### src/rtl/tmr16_pkg.sv
package tmr16_pkg;
  localparam int unsigned CNT_LO_IDX = 0;
  localparam int unsigned CNT_HI_IDX = 1;
  localparam int unsigned CMP_BASE   = 2;

  function automatic int unsigned ctrl_idx(input int unsigned n_cmp);
    return CMP_BASE + 2 * n_cmp;
  endfunction
endpackage

### src/rtl/tmr16_counter.sv
module tmr16_counter #(
  parameter int CNT_W = 16
) (
  input  logic             clk,
  input  logic             rst_n,
  input  logic             tick,
  input  logic             mode,
  input  logic             load,
  input  logic [CNT_W-1:0] load_val,
  output logic [CNT_W-1:0] cnt,
  output logic             stepped
);
  localparam logic [CNT_W-1:0] MAXV = '1;
  localparam logic [CNT_W-1:0] ONE  = CNT_W'(1);

  logic [CNT_W-1:0] cnt_q, nxt;
  logic dir_up_q, nxt_up, stepped_q;

  always_comb begin
    nxt    = cnt_q + ONE;
    nxt_up = 1'b1;
    if (mode) begin
      if (dir_up_q) begin
        if (cnt_q == MAXV) begin
          nxt    = cnt_q - ONE;
          nxt_up = 1'b0;
        end
      end else if (cnt_q != '0) begin
        nxt    = cnt_q - ONE;
        nxt_up = 1'b0;
      end
    end
  end

  always_ff @(posedge clk) begin
    if (!rst_n) begin
      cnt_q     <= '0;
      dir_up_q  <= 1'b1;
      stepped_q <= 1'b0;
    end else if (load) begin
      cnt_q     <= load_val;
      stepped_q <= 1'b0;
      if (!mode) dir_up_q <= 1'b1;
    end else if (tick) begin
      cnt_q     <= nxt;
      dir_up_q  <= nxt_up;
      stepped_q <= 1'b1;
    end else begin
      stepped_q <= 1'b0;
      if (!mode) dir_up_q <= 1'b1;
    end
  end

  assign cnt     = cnt_q;
  assign stepped = stepped_q;

  p_hold_r8: assert property (@(posedge clk) disable iff (!rst_n)
    (!tick && !load) |=> $stable(cnt_q));
  p_unit_step_r9: assert property (@(posedge clk) disable iff (!rst_n)
    (tick && !load) |=> (CNT_W'(cnt_q - $past(cnt_q)) == ONE ||
                         CNT_W'($past(cnt_q) - cnt_q) == ONE));
  p_wrap_r9: assert property (@(posedge clk) disable iff (!rst_n)
    (!mode && tick && !load && cnt_q == MAXV) |=> (cnt_q == '0));
  p_turn_top_r10: assert property (@(posedge clk) disable iff (!rst_n)
    (mode && tick && !load && cnt_q == MAXV) |=> (cnt_q == MAXV - ONE));
endmodule

### src/rtl/tmr16_match.sv
module tmr16_match #(
  parameter int CNT_W = 16
) (
  input  logic             clk,
  input  logic             rst_n,
  input  logic [CNT_W-1:0] cnt,
  input  logic [CNT_W-1:0] cmp,
  input  logic             stepped,
  input  logic             clr,
  output logic             flag
);
  logic flag_q, hit;

  assign hit = stepped && (cnt == cmp);

  always_ff @(posedge clk) begin
    if (!rst_n) flag_q <= 1'b0;
    else        flag_q <= (flag_q & ~clr) | hit;
  end

  assign flag = flag_q;

  p_set_needs_count_r11: assert property (@(posedge clk) disable iff (!rst_n)
    $rose(flag_q) |-> $past(stepped));
  p_set_beats_clear_r12: assert property (@(posedge clk) disable iff (!rst_n)
    hit |=> flag_q);
  p_clear_r12: assert property (@(posedge clk) disable iff (!rst_n)
    (clr && !hit) |=> !flag_q);
endmodule

### src/rtl/tmr16_bus.sv
module tmr16_bus
  import tmr16_pkg::*;
#(
  parameter int BUS_W   = 8,
  parameter int CNT_W   = 16,
  parameter int NUM_CMP = 2,
  parameter int ADDR_W  = 3
) (
  input  logic                           clk,
  input  logic                           rst_n,
  input  logic                           wr_en,
  input  logic                           rd_en,
  input  logic [ADDR_W-1:0]              addr,
  input  logic [BUS_W-1:0]               wr_data,
  output logic [BUS_W-1:0]               rd_data,
  input  logic [CNT_W-1:0]               cnt,
  input  logic [NUM_CMP-1:0]             flags,
  output logic                           cnt_load,
  output logic [CNT_W-1:0]               cnt_load_val,
  output logic [NUM_CMP-1:0][CNT_W-1:0]  cmp_val,
  output logic                           mode,
  output logic [NUM_CMP-1:0]             flag_clr
);
  localparam int unsigned CTRL_A = ctrl_idx(NUM_CMP);
  localparam int unsigned FLAG_A = CTRL_A + 1;

  logic [BUS_W-1:0] temp_q;
  logic [NUM_CMP-1:0][CNT_W-1:0] cmp_q;
  logic mode_q;

  always_ff @(posedge clk) begin
    if (!rst_n) begin
      temp_q <= '0;
      cmp_q  <= '0;
      mode_q <= 1'b0;
    end else if (wr_en) begin
      if (addr == ADDR_W'(CNT_HI_IDX)) temp_q <= wr_data;
      if (addr == ADDR_W'(CTRL_A))     mode_q <= wr_data[0];
      for (int k = 0; k < NUM_CMP; k++) begin
        if (addr == ADDR_W'(CMP_BASE + 2 * k + 1)) temp_q   <= wr_data;
        if (addr == ADDR_W'(CMP_BASE + 2 * k))     cmp_q[k] <= {temp_q, wr_data};
      end
    end else if (rd_en && addr == ADDR_W'(CNT_LO_IDX)) begin
      temp_q <= cnt[CNT_W-1:BUS_W];
    end
  end

  always_comb begin
    rd_data = '0;
    if (addr == ADDR_W'(CNT_LO_IDX)) rd_data = cnt[BUS_W-1:0];
    if (addr == ADDR_W'(CNT_HI_IDX)) rd_data = temp_q;
    if (addr == ADDR_W'(CTRL_A))     rd_data = BUS_W'(mode_q);
    if (addr == ADDR_W'(FLAG_A))     rd_data = BUS_W'(flags);
    for (int k = 0; k < NUM_CMP; k++) begin
      if (addr == ADDR_W'(CMP_BASE + 2 * k))     rd_data = cmp_q[k][BUS_W-1:0];
      if (addr == ADDR_W'(CMP_BASE + 2 * k + 1)) rd_data = cmp_q[k][CNT_W-1:BUS_W];
    end
  end

  assign cnt_load     = wr_en && (addr == ADDR_W'(CNT_LO_IDX));
  assign cnt_load_val = {temp_q, wr_data};
  assign cmp_val      = cmp_q;
  assign mode         = mode_q;

  for (genvar g = 0; g < NUM_CMP; g++) begin : g_clr
    assign flag_clr[g] = wr_en && (addr == ADDR_W'(FLAG_A)) && wr_data[g];
  end

  p_lo_commit_r3: assert property (@(posedge clk) disable iff (!rst_n)
    (wr_en && addr == ADDR_W'(CNT_LO_IDX)) |=> (cnt == {$past(temp_q), $past(wr_data)}));
  p_lo_read_latch_r4: assert property (@(posedge clk) disable iff (!rst_n)
    (rd_en && !wr_en && addr == ADDR_W'(CNT_LO_IDX)) |=> (temp_q == $past(cnt[CNT_W-1:BUS_W])));
  p_cmp_hi_staged_r6: assert property (@(posedge clk) disable iff (!rst_n)
    (wr_en && addr == ADDR_W'(CMP_BASE + 1)) |=> $stable(cmp_q));
endmodule

### src/rtl/bytebus_timer16.sv
module bytebus_timer16
  import tmr16_pkg::*;
#(
  parameter int BUS_W   = 8,
  parameter int NUM_CMP = 2,
  parameter int ADDR_W  = $clog2(2 * NUM_CMP + 4)
) (
  input  logic               clk,
  input  logic               rst_n,
  input  logic               tick,
  input  logic               wr_en,
  input  logic               rd_en,
  input  logic [ADDR_W-1:0]  addr,
  input  logic [BUS_W-1:0]   wr_data,
  output logic [BUS_W-1:0]   rd_data,
  output logic [NUM_CMP-1:0] cmp_irq
);
  localparam int CNT_W = 2 * BUS_W;

  logic [CNT_W-1:0] cnt, load_val;
  logic [NUM_CMP-1:0][CNT_W-1:0] cmp_val;
  logic [NUM_CMP-1:0] flags, flag_clr;
  logic load, mode, stepped;

  tmr16_bus #(.BUS_W(BUS_W), .CNT_W(CNT_W), .NUM_CMP(NUM_CMP), .ADDR_W(ADDR_W)) u_bus (
    .clk(clk), .rst_n(rst_n), .wr_en(wr_en), .rd_en(rd_en), .addr(addr),
    .wr_data(wr_data), .rd_data(rd_data), .cnt(cnt), .flags(flags),
    .cnt_load(load), .cnt_load_val(load_val), .cmp_val(cmp_val),
    .mode(mode), .flag_clr(flag_clr));

  tmr16_counter #(.CNT_W(CNT_W)) u_cnt (
    .clk(clk), .rst_n(rst_n), .tick(tick), .mode(mode), .load(load),
    .load_val(load_val), .cnt(cnt), .stepped(stepped));

  for (genvar g = 0; g < NUM_CMP; g++) begin : g_ch
    tmr16_match #(.CNT_W(CNT_W)) u_match (
      .clk(clk), .rst_n(rst_n), .cnt(cnt), .cmp(cmp_val[g]),
      .stepped(stepped), .clr(flag_clr[g]), .flag(flags[g]));
  end

  assign cmp_irq = flags;

  p_hi_write_keeps_count_r2: assert property (@(posedge clk) disable iff (!rst_n)
    (wr_en && addr == ADDR_W'(CNT_HI_IDX) && !tick) |=> $stable(cnt));
  p_load_no_flag_r11: assert property (@(posedge clk) disable iff (!rst_n)
    (load && flags == '0) |=> ##1 (flags == '0));
endmodule

### config.mk
export PLATFORM = sky130hd
export DESIGN_NAME = bytebus_timer16
export DESIGN_NICKNAME = d
export VERILOG_FILES = /design/src/rtl/tmr16_pkg.sv /design/src/rtl/tmr16_counter.sv /design/src/rtl/tmr16_match.sv /design/src/rtl/tmr16_bus.sv /design/src/rtl/bytebus_timer16.sv
export SDC_FILE = /design/constraint.sdc
export NUM_CORES = 1
export LEC_CHECK = 0
export BUFFER_PORTS_ARGS = -buffer_cell sky130_fd_sc_hd__clkbuf_2
export CORE_MARGIN = 4
export CORE_UTILIZATION = 30
export CTS_CLUSTER_DIAMETER = 50
export DETAILED_ROUTE_END_ITERATION = 7
export PLACE_DENSITY_LB_ADDON = 0.08
export RECOVER_POWER = 25
export SKIP_LAST_GASP = 1
export SLEW_MARGIN = 20
export SYNTH_ARGS = -nofsm -noshare
export SYNTH_HDL_FRONTEND = slang
export SYNTH_SLANG_ARGS = --single-unit
### constraint.sdc
create_clock -name clk -period 2.5 [get_ports clk]
set_clock_uncertainty 0.2 [all_clocks]
set_input_delay 0.25 -clock clk [delete_from_list [all_inputs] [get_ports clk]]
set_output_delay 0.25 -clock clk [all_outputs]
set_load 0.1 [all_outputs]
==> results.sh <==
export IMPL_synthFlopType="dfxtp_1"
export IMPL_worst_path_largest_cell_delay_ps=510
export IMPL_hp_class="in2reg"
export IMPL_drc_errors=0
export IMPL_tightest_slew_ps=854
export IMPL_grt_pass1_vias=3889
export IMPL_ys_warnings_count=0
export IMPL_grt_antenna_before_repair=0
export IMPL_postSynthAreaPerCell_um2=7.99
export IMPL_gp_congestion=0.858
export IMPL_clkSinkCount=61
export IMPL_h_tree_depth=3
export IMPL_pwr_density_cell_mw_per_mm2=561
export IMPL_fill_cells=1397
export IMPL_vdd_drop_max_mv=0.326
export IMPL_wl_per_cell_um=20.0
export IMPL_dieHeight_um=125
export IMPL_whs_ps=13.4
export IMPL_final_area_mm2=0.00513
export IMPL_die_width_um=125
export IMPL_path_cells="clkbuf_1 -> buf_4 -> mux2i_1 -> nor2_1 -> a21oi_1 -> o221ai_4 -> buf_12"
export IMPL_core_area_mm2=0.0133
export IMPL_grt_pass1_wl_mm=23.1
export IMPL_clk_latency_ps=340
export IMPL_fin_util_pct=38.4
export IMPL_grt_max_degree=43
export IMPL_syn_inst=515
export IMPL_grt_overflow_total=0
export IMPL_p_leak_nw=1.95
export IMPL_mostFrequentLayoutCells="nand2_1 (105), dfxtp_1 (61), buf_4 (46), xnor2_1 (34), a21boi_0 (30)"
export IMPL_synth_seq_cells=61
export IMPL_cap_violations=0
export IMPL_ctsLongestPathBuffers=2
export IMPL_nets=568
export IMPL_clockRootBuffer="clkbuf_16"
export IMPL_areaGrowthSynthToFinish_pct=24.6
export IMPL_antenna_cells=0
export IMPL_status="completed"
export IMPL_start_util_pct=30.8
export IMPL_finalSetupTns_ps=0
export IMPL_path_max_fanout=13
export IMPL_place_area_mm2=0.00482
export IMPL_setup_viol=0
export IMPL_clk_pin_slew_ps=50
export IMPL_synth_top_area_share_pct=29.7
export IMPL_drv_slew=0
export IMPL_slew_limit_headroom_pct=43.0
export IMPL_dieArea_mm2=0.0157
export IMPL_drt_iter0_markers=297
export IMPL_hpwl_mm=11.0
export IMPL_ioPinCount=26
export IMPL_io_buffers=25
export IMPL_synthesis_area_mm2=0.00412
export IMPL_period_share_pct=95.1
export IMPL_synth_seq_area_share_pct=29.7
export IMPL_ys_top_cells_by_area="dfxtp_1 (30%), nand2_1 (9.6%), xnor2_1 (7.2%)"
export IMPL_rsz0062_at_grt="false"
export IMPL_yosysTopAreaCell="dfxtp_1"
export IMPL_critPathCaptureType="output port"
export IMPL_path_class="in2out"
export IMPL_wl_mm=14.6
export IMPL_cts_buffers=9
export IMPL_cp_arrival_ps=1930
export IMPL_firstDrtPassIters=5
export IMPL_period_needed_ps=2380
export IMPL_track_usage_pct=19.0
export IMPL_worst_path_buf_inv=3
export IMPL_syn_nets=534
export IMPL_final_common_cell="nand2_1"
export IMPL_max_freq_ghz=0.421
export IMPL_via_per_inst=5.40
export IMPL_synth_edff_count=0
export IMPL_vias=3937
export IMPL_hold_violations=0
export IMPL_ys_types=59
export IMPL_layout_drive_gt1_share_pct=19.9
export IMPL_synthArstFlopShare_pct=0
export IMPL_ant_nets=0
export IMPL_cts_tree="yes"
export IMPL_path_delay_family="buffers and inverters"
export IMPL_cp_slowest_cell="clkbuf_1"
export IMPL_start_kind="input port"
export IMPL_required_ps=2050
export IMPL_std_cell_rows=42
cells in the mapped netlist, types with 3 or more instances:
cell / instances
ha_1: 3
and2_1: 3
a21boi_1: 4
a21oi_1: 22
or3_1: 3
a211o_1: 3
o21ai_0: 3
buf_4: 5
nand3b_1: 11
nor4_1: 4
a21boi_0: 30
buf_2: 12
a22oi_1: 8
nor2_1: 14
dfxtp_1: 61
o211ai_1: 4
nor2b_1: 3
nor4b_1: 5
clkbuf_1: 31
nand2_1: 105
inv_1: 5
a31o_1: 3
nand4_1: 17
mux2i_1: 20
nand3_1: 25
o221ai_1: 6
and4_1: 4
nor3_1: 13
xnor2_1: 34
and3_1: 8
o211a_1: 9
nand2b_1: 3
final timing paths:
kind | cells after the start | end | slack, ps | from
worst max register to register | 7 | u_cnt.cnt[13] | 140 | u_cnt.cnt[0]
worst min register to register | 2 | u_bus.cmp_val[5] | 280 | u_bus.cmp_val[5]
worst min-delay path | 3 | u_bus.cmp_val[4] | 10 | wr_data[4]
worst max-delay path | 7 | rd_data[5] | 120 | addr[1]
flip-flops by register name, summed over array words and instances (netlist names):
| name | flops |
|---|---|
| g_ch.u_match.flag | 2 |
| u_bus.cmp_val | 32 |
| u_bus.mode | 1 |
| u_bus.temp_q | 8 |
| u_cnt.cnt | 16 |
| u_cnt.dir_up_q | 1 |
| u_cnt.stepped | 1 |
final cells by class:
class	count	area, um^2	area share, %
Clock buffer	10	239	4.66
Tap cell	176	220	4.29
Clock inverter	5	75.1	1.46
Inverter	5	22.5	0.439
Timing Repair Buffer	73	582	11.3
Sequential cell	61	1220	23.8
Multi-Input combinational cell	399	2770	54.0
report_power, final:
part	switching (W)	leakage (nW)	internal [W]
clock network	0.000467	0.158	0.000888
logic	0.000298	1.30	0.000181
registers	0.0000391	0.495	0.00100
metrics by stage:
| stage | worst slack, ps | std cells | power, W |
|---|---|---|---|
| global placement | 162 | 714 | 0.00154 |
| finish | 123 | 729 | 0.00288 |
| floorplan | 92.8 | 515 | 0.00138 |
| detailed placement | 175 | 714 | 0.00154 |
| CTS | 149 | 729 | 0.00291 |
| global route | 5.50 | 729 | 0.00299 |
cell families (layout without fill, tap and decap cells):
logic type | Yosys count | in the layout | share of synthesized area [%]
xor gates and xnor gates | 36 | 36 | 7.66
AOI/OAI and AO/OA | 107 | 107 | 20.2
adders and majority gates | 3 | 3 | 0.912
muxes | 25 | 25 | 7.14
and+or+nand+nor | 228 | 228 | 28.4
buffers and inverters | 55 | 93 | 6.02
DFF | 61 | 61 | 29.7
worst reg2reg max path: cells and delay by family (launching register included):
| kind | cells | cell delay [ps] |
|---|---|---|
| AO/OA/AOI/OAI | 1 | 140 |
| AND/OR/NAND/NOR | 5 | 1420 |
| buffers and inverters | 1 | 190 |
| flip-flops | 1 | 340 |
timing repair:
item | in CTS | in global routing
gates resized for setup | 0 | 1
endpoints found under the setup margin | 0 | 1
hold buffers | 0 | 0
setup buffers | 0 | 0
routing by layer:
layer | vias to the layer above | part of all wire (%) | global-route usage, % | wire length, um
li1 | 1909 | - | - | -
met1 | 1896 | 48 | 26.3 | 6950
met2 | 111 | 46 | 29.5 | 6630
met3 | 21 | 4.8 | 4.43 | 705
met4 | 0 | 1.9 | 5.80 | 282
met5 | - | 0 | 0 | 0
Note: power is estimated with default switching activity, not from simulation.
